## config.mk

```make
export PLATFORM = sky130hd
export DESIGN_NAME = xint_sense
export DESIGN_NICKNAME = d
export VERILOG_FILES = /design/src/rtl/xint_pkg.sv /design/src/rtl/xint_sync.sv /design/src/rtl/xint_fall_det.sv /design/src/rtl/xint_chan.sv /design/src/rtl/xint_sense.sv
export SDC_FILE = /design/constraint.sdc
export NUM_CORES = 1
export LEC_CHECK = 0
export ABC_AREA = 1
export BUFFER_PORTS_ARGS = -buffer_cell sky130_fd_sc_hd__buf_2
export CAP_MARGIN = 20
export CORE_AREA = 2 2 39 41
export CTS_CLUSTER_DIAMETER = 100
export DETAILED_ROUTE_END_ITERATION = 8
export DIE_AREA = 0 0 41 43
export MAX_ROUTING_LAYER = met4
export SYNTH_ARGS = -nofsm -noshare
export SYNTH_HDL_FRONTEND = slang
export SYNTH_SLANG_ARGS = --single-unit
```

## constraint.sdc

```tcl
create_clock -name clk -period 0.8 [get_ports clk]
set_input_delay 0.16 -clock clk [delete_from_list [all_inputs] [get_ports clk]]
set_output_delay 0.16 -clock clk [all_outputs]
set_load 0.005 [all_outputs]
```

## src/rtl/xint_pkg.sv

```systemverilog
package xint_pkg;

    typedef enum logic {
        SENSE_LEVEL = 1'b0,
        SENSE_EDGE  = 1'b1
    } sense_e;

    // Per-channel field pair in the control nibble: {flag, mode}
    typedef struct packed {
        logic   flag;
        sense_e mode;
    } chan_ctl_t;

    localparam int unsigned CTL_W    = $bits(chan_ctl_t);
    localparam int unsigned SYNC_MIN = 2;

    // Next pending-flag value; edge beats write beats acknowledge.
    function automatic logic flag_next(
        input sense_e mode,
        input logic   flag,
        input logic   fall_hit,
        input logic   pin_low,
        input logic   wr,
        input logic   wr_flag,
        input logic   ack
    );
        logic nxt;
        if (mode == SENSE_LEVEL)  nxt = pin_low;
        else if (fall_hit)        nxt = 1'b1;
        else if (wr)              nxt = wr_flag;
        else if (ack)             nxt = 1'b0;
        else                      nxt = flag;
        return nxt;
    endfunction

endpackage

```

## src/rtl/xint_sync.sv

```systemverilog
module xint_sync #(
    parameter int unsigned STAGES  = 2,
    parameter logic        RST_VAL = 1'b1
) (
    input  logic clk,
    input  logic rst,
    input  logic d,
    output logic q
);
    import xint_pkg::*;

    localparam int unsigned N = (STAGES < SYNC_MIN) ? SYNC_MIN : STAGES;

    logic [N-1:0] chain;

    always_ff @(posedge clk) begin
        if (rst) chain <= {N{RST_VAL}};
        else     chain <= {chain[N-2:0], d};
    end

    assign q = chain[N-1];
endmodule

```

## src/rtl/xint_fall_det.sv

```systemverilog
module xint_fall_det (
    input  logic clk,
    input  logic rst,
    input  logic s,
    output logic fall
);
    logic prev;

    // Idle level is high, so reset the history high to avoid a false edge.
    always_ff @(posedge clk) begin
        if (rst) prev <= 1'b1;
        else     prev <= s;
    end

    assign fall = prev & ~s;
endmodule

```

## src/rtl/xint_chan.sv

```systemverilog
module xint_chan #(
    parameter int unsigned SYNC_STAGES = 2
) (
    input  logic                 clk,
    input  logic                 rst,
    input  logic                 pin_n,
    input  logic                 ack,
    input  logic                 wr_en,
    input  xint_pkg::chan_ctl_t  wr_val,
    output xint_pkg::chan_ctl_t  ctl_q,
    output logic                 pin_s,
    output logic                 fall,
    output logic                 req
);
    import xint_pkg::*;

    xint_sync #(.STAGES(SYNC_STAGES), .RST_VAL(1'b1)) u_sync (
        .clk (clk),
        .rst (rst),
        .d   (pin_n),
        .q   (pin_s)
    );

    xint_fall_det u_fall (
        .clk  (clk),
        .rst  (rst),
        .s    (pin_s),
        .fall (fall)
    );

    always_ff @(posedge clk) begin
        if (rst) begin
            ctl_q <= '{flag: 1'b0, mode: SENSE_LEVEL};
        end else begin
            ctl_q.mode <= wr_en ? wr_val.mode : ctl_q.mode;
            ctl_q.flag <= flag_next(ctl_q.mode, ctl_q.flag, fall, ~pin_s,
                                    wr_en, wr_val.flag, ack);
        end
    end

    assign req = ctl_q.flag;
endmodule

```

## src/rtl/xint_sense.sv

```systemverilog
module xint_sense #(
    parameter int unsigned NCH         = 2,
    parameter int unsigned SYNC_STAGES = 2
) (
    input  logic                                clk,
    input  logic                                rst,
    input  logic [NCH-1:0]                      pin_n,
    input  logic [NCH-1:0]                      ack,
    input  logic                                reg_wr_en,
    input  logic [NCH*xint_pkg::CTL_W-1:0]      reg_wdata,
    output logic [NCH*xint_pkg::CTL_W-1:0]      reg_rdata,
    output logic [NCH-1:0]                      req
);
    import xint_pkg::*;

    localparam int unsigned REG_W = NCH * CTL_W;

    chan_ctl_t       ctl_w [NCH];
    logic [NCH-1:0]  pin_s;
    logic [NCH-1:0]  fall;

    for (genvar i = 0; i < NCH; i++) begin : g_ch
        chan_ctl_t wr_val;
        assign wr_val = chan_ctl_t'(reg_wdata[i*CTL_W +: CTL_W]);

        xint_chan #(.SYNC_STAGES(SYNC_STAGES)) u_chan (
            .clk    (clk),
            .rst    (rst),
            .pin_n  (pin_n[i]),
            .ack    (ack[i]),
            .wr_en  (reg_wr_en),
            .wr_val (wr_val),
            .ctl_q  (ctl_w[i]),
            .pin_s  (pin_s[i]),
            .fall   (fall[i]),
            .req    (req[i])
        );

        assign reg_rdata[i*CTL_W +: CTL_W] = ctl_w[i];
    end

    logic unused_ok;
    assign unused_ok = (REG_W == 0);
endmodule

```

# Word level (Yosys, flattened, before mapping)
# Cells that the tools add are included.
# classes
bitwise,4
n_mux,8
n_eq_ne,2
# op_table
cell,n
1-bit 2-to-1 mux,8
4-bit inequality test (second input constant),2
1-bit bitwise AND,2
1-bit NOT,2
# word_totals
reg_bits,10
out_inout_bits,6
inputBits,11

# Depth between registers and ports, before layout
# logic_depth
word_depth,4
ltp_mapped,6

# By module
# A second synthesis with hierarchy kept.
# unflattened
cells_unflattened,56
area_unflattened_um2,412.9
# by_module_without_submodules
module,cells_per_inst,instances,area_each_um2
xint_chan,15,2,108.9
xint_sync,7,2,58.8
xint_fall_det,6,2,38.8

# Worst setup path after synthesis
# No wires, ideal clock.
# synth_timing
kind,register to register
from,register g_ch[1].u_chan.ctl_q[0] (netlist bit)
to,register g_ch[1].u_chan.ctl_q (netlist bit g_ch[1].u_chan.req)
setup_time_ns,0.070
path_buffers,0
arrival_ns,0.651
path_slack_ns,0.079
t_required_ns,0.730
synth_period_minus_slack_ns,0.721
path_stages_with_launch,5
cell_sequence,dfxtp_1 > nand3_1 > nand2_1 > inv_1 > a21oi_1
# synth_between
elab_chain_len,1
elab_cells_between_ends,2
classes_between,1 x eq/ne; 1 x mux
# synth_lines
element,line_no,text
"start, declared",xint_chan.sv:10,"output xint_pkg::chan_ctl_t ctl_q,"
"start signal, assigned",xint_chan.sv:33,"ctl_q <= '{flag: 1'b0, mode: SENSE_LEVEL};"
4-bit inequality test (no source line) / 1-bit 2-to-1 mux (equally long branches),n/a,
# Several ways; a longest one is shown, not always the timed one.
# A chain may end at the register's enable or synchronous reset.

# Worst setup path after layout
# layout_timing
from,register g_ch[1].u_chan.ctl_q (netlist bit g_ch[1].u_chan.req)
to,output port reg_rdata[3] (netlist bit)
# layout_lines
element,line_no,text
"end, declared",xint_sense.sv:11,"output logic [NCH*xint_pkg::CTL_W-1:0] reg_rdata,"
# No word-level cell between the ends.

==> flow_summary_export.csv <==
group,metric,value,unit
final_layout,syn_to_final_growth,37.10,%
clock_tree,cts_tree,"done",
pwr,p_leak,0.2893,nW
timing,holdWs,0.08081,ns
run,drv_cap,0,
drt,drc,0,
yosys,netlist_area,387.9,um^2
timing,setup_viol,8,
final_layout,drive_gt1_share,47.83,%
die,rows,14,
final_layout,post-route-util,38.43,%
global_routing,use_met3,9.424,%
clock_tree,clock_path_buffers,2,
min_path,hold_path.class,"in -> reg",
pwr,total_power,0.0009809,W
setup_path,critPathCaptureType,"primary output",
pwr,powerDensity,1845,nW/um^2
die,die_x,41,um
timing,tightest_slew,0.1263,ns
clock_tree,clkTransAtPathRegs,0.07,ns
drt,dr.pass1.iters,2,
yosys,synth_simple_gate_area_share,27.74,%
place,dp_hpwl,520.4,um
final_layout,nNetsFinal,82,
timing,min_period_over_period,109.1,%
yosys,synth_nets,61,
clock_tree,cts.sinks,10,
die,initial_core_util,28.03,%
yosys,ys_warn_count,0,
min_path,min_path_cells,2,
global_routing,met1_usage,10.13,%
pwr,switching_power,0.0002264,W
setup_path,crit_slowest_cell,"dfxtp_2",
yosys,synthAdderAreaFrac,0,%
setup_path,crit_buf_inv,1,
setup_path,crit_cells,1,
timing,max_freq,1146,MHz
timing,drv_slew,0,
drt,totalWireLength,775,um
pwr,pwr-share-clk,34.7,%
yosys,synth.area.mux_share,0,%
yosys,synthXorXnorAreaFrac,0,%
place,port_buffers,16,
setup_path,crit_path_cell_trace,"buf_2",
die,dieArea,1763,um^2
yosys,synth_top_family_by_area,"simple AND/OR/NAND/NOR gates",
pwr,p_int,0.0007546,W
final_layout,fillers,154,
timing,finalClockSkew,0.009174,ns
timing,hold_viol,0,
timing,slew_headroom,91.58,%
global_routing,grt_max_degree,8,
pwr,p_seq_share,54.1,%
pwr,combPwrFrac,11.2,%
clock_tree,postCtsHoldBufs,0,
die,coreArea,1384,um^2
yosys,yosys.area.top_type,"dfxtp_1",
clock_tree,htreeDepth,1,
yosys,seq_area_frac_synth,51.61,%
yosys,ys_types,9,
pwr,peakVddDrop,0.7785,mV
die,ioPinCount,17,
drt,wl_per_cell,9.118,um
yosys,ys_seq_elements,10,
global_routing,grt_usage,11.48,%
clock_tree,insertion_delay,0.27,ns
setup_path,arrival,0.71,ns
global_routing,antenna_found_initial,0,
place,gp_congestion,0.7068,
drt,vias,360,
timing,period_needed,0.8729,ns
run_status,violations,"negative setup slack",
global_routing,grt_pass1_vias,295,
global_routing,grt_pass1_wl,1193,um
setup_path,cp_slowest_stage_delay,0.33,ns
global_routing,busiest_layer,"met2",
die,die_h,43,um
yosys,synthCells,50,
timing,setup_slack,-0.07288,ns
yosys,synth_compound_area_share,5.161,%
setup_path,crit_type,"reg -> out",
drt,final_antenna_net_count,0,
yosys,synth_top_area_share,51.61,%
clock_tree,cts_root_buf,"clkbuf_4",
timing,rsz0062_at_grt,"yes",
final_layout,diodes,0,
setup_path,cpLargestDelayFamily,"flip-flops",
pwr,sw_frac_of_total,23.08,%
drt,vias_per_cell,4.235,
clock_tree,cts-buffers-inserted,3,
setup_path,critPathMaxFanout,3,
drt,drtIter0Drc,3,
yosys,syn_avg_cell_area,7.757,um^2
run_status,status,"complete, but fails checks",
global_routing,grtUsageMet2,16.56,%
yosys,synth_area_leaders,"dfxtp_1 52%, nand2_1 14%, buf_4 7.7%",
setup_path,reg2reg_depth,6,
global_routing,grt_overflow_total,0,
setup_path,cp.required,0.64,ns
setup_path,worst_setup_path_start_kind,"register",
power groups by stage:
stage	Combinational [W]	Clock (W)	Sequential [W]
after detailed placement	0.0000877	0	0.000542
after floorplan	0.0000441	0	0.000541
after global routing	0.000122	0.000387	0.000532
after CTS	0.000108	0.000351	0.000530
after global placement	0.0000876	0	0.000542
final	0.000110	0.000341	0.000530
final timing paths:
check / start / end / slack (ns)
setup / recovery: g_ch[1].u_chan.req$_SDFFE_PP0P_ / reg_rdata[3] / -0.07
hold / removal: pin_n[0] / g_ch[0].u_chan.u_sync.chain[0]$_SDFF_PP1_ / 0.08
setup reg to reg: g_ch[0].u_chan.ctl_q[0]$_SDFFE_PP0P_ / g_ch[0].u_chan.req$_SDFFE_PP0P_ / -0.02
hold reg to reg: g_ch[0].u_chan.u_sync.chain[0]$_SDFF_PP1_ / g_ch[0].u_chan.u_sync.chain[1]$_SDFF_PP1_ / 0.41
state kept, by name (all words and copies together), names as in the netlist:
name	cells
g_ch.u_chan.u_sync.chain	4
g_ch.u_chan.ctl_q	2
g_ch.u_chan.req	2
g_ch.u_chan.u_fall.prev	2
synthesized netlist by cell type:
| cell | instances |
|---|---|
| a21oi_1 | 4 |
| nand2_1 | 14 |
| inv_1 | 8 |
| nand3_1 | 2 |
| buf_4 | 4 |
| dfxtp_1 | 10 |
| or2_2 | 4 |
| nor2_1 | 2 |
| nand4_1 | 2 |
stage by stage:
step                worst slack (ns)  setup TNS (ns)  cells  cell area (um^2)
floorplan                    0.07891               0     50             387.9
global placement             0.05035               0     79             465.4
detailed placement           0.04553               0     79             465.4
global route                 -0.1163         -0.7567     85             531.8
finish                      -0.07288         -0.4482     85             531.8
CTS                         -0.07692         -0.4374     85             528.0
metal layers:
layer	routed length, um	up-vias	part of all wire [%]
met5	0	-	0
met2	411	11	53
met4	9	0	1.2
met3	60	2	7.7
li1	-	187	-
met1	293	160	38
cell families after synthesis:
family | count (synthesis)
and+or+nand+nor | 24
buffers and inverters | 12
DFF | 10
AOI/OAI and AO/OA | 4
placed cells by master, fill, tap and decap left out, drive strengths merged:
master / instances
dfxtp: 10
nand4: 2
or2: 4
nand3: 2
nand2: 14
buf: 20
inv: 8
clkbuf: 3
nor2: 2
a21oi: 4
timing repair:
action | CTS | global route
gates cloned | 0 | 0
buffers inserted | 3 | 0
endpoints found under the setup margin | 6 | 8
pin swaps | 2 | 1
hold endpoints to repair | 0 | 0
resized for setup | 7 | 1
layout make-up:
type / instances / area [um^2] / area share, %
Clock buffer: 3 / 22.52 / 4.235
Inverter: 8 / 30.03 / 5.647
Multi-Input combinational cell: 28 / 133.9 / 25.18
Sequential cell: 10 / 205.2 / 38.59
Tap cell: 16 / 20.02 / 3.765
Timing Repair Buffer: 20 / 120.1 / 22.59
No activity file was read; power rests on OpenSTA's default activity.
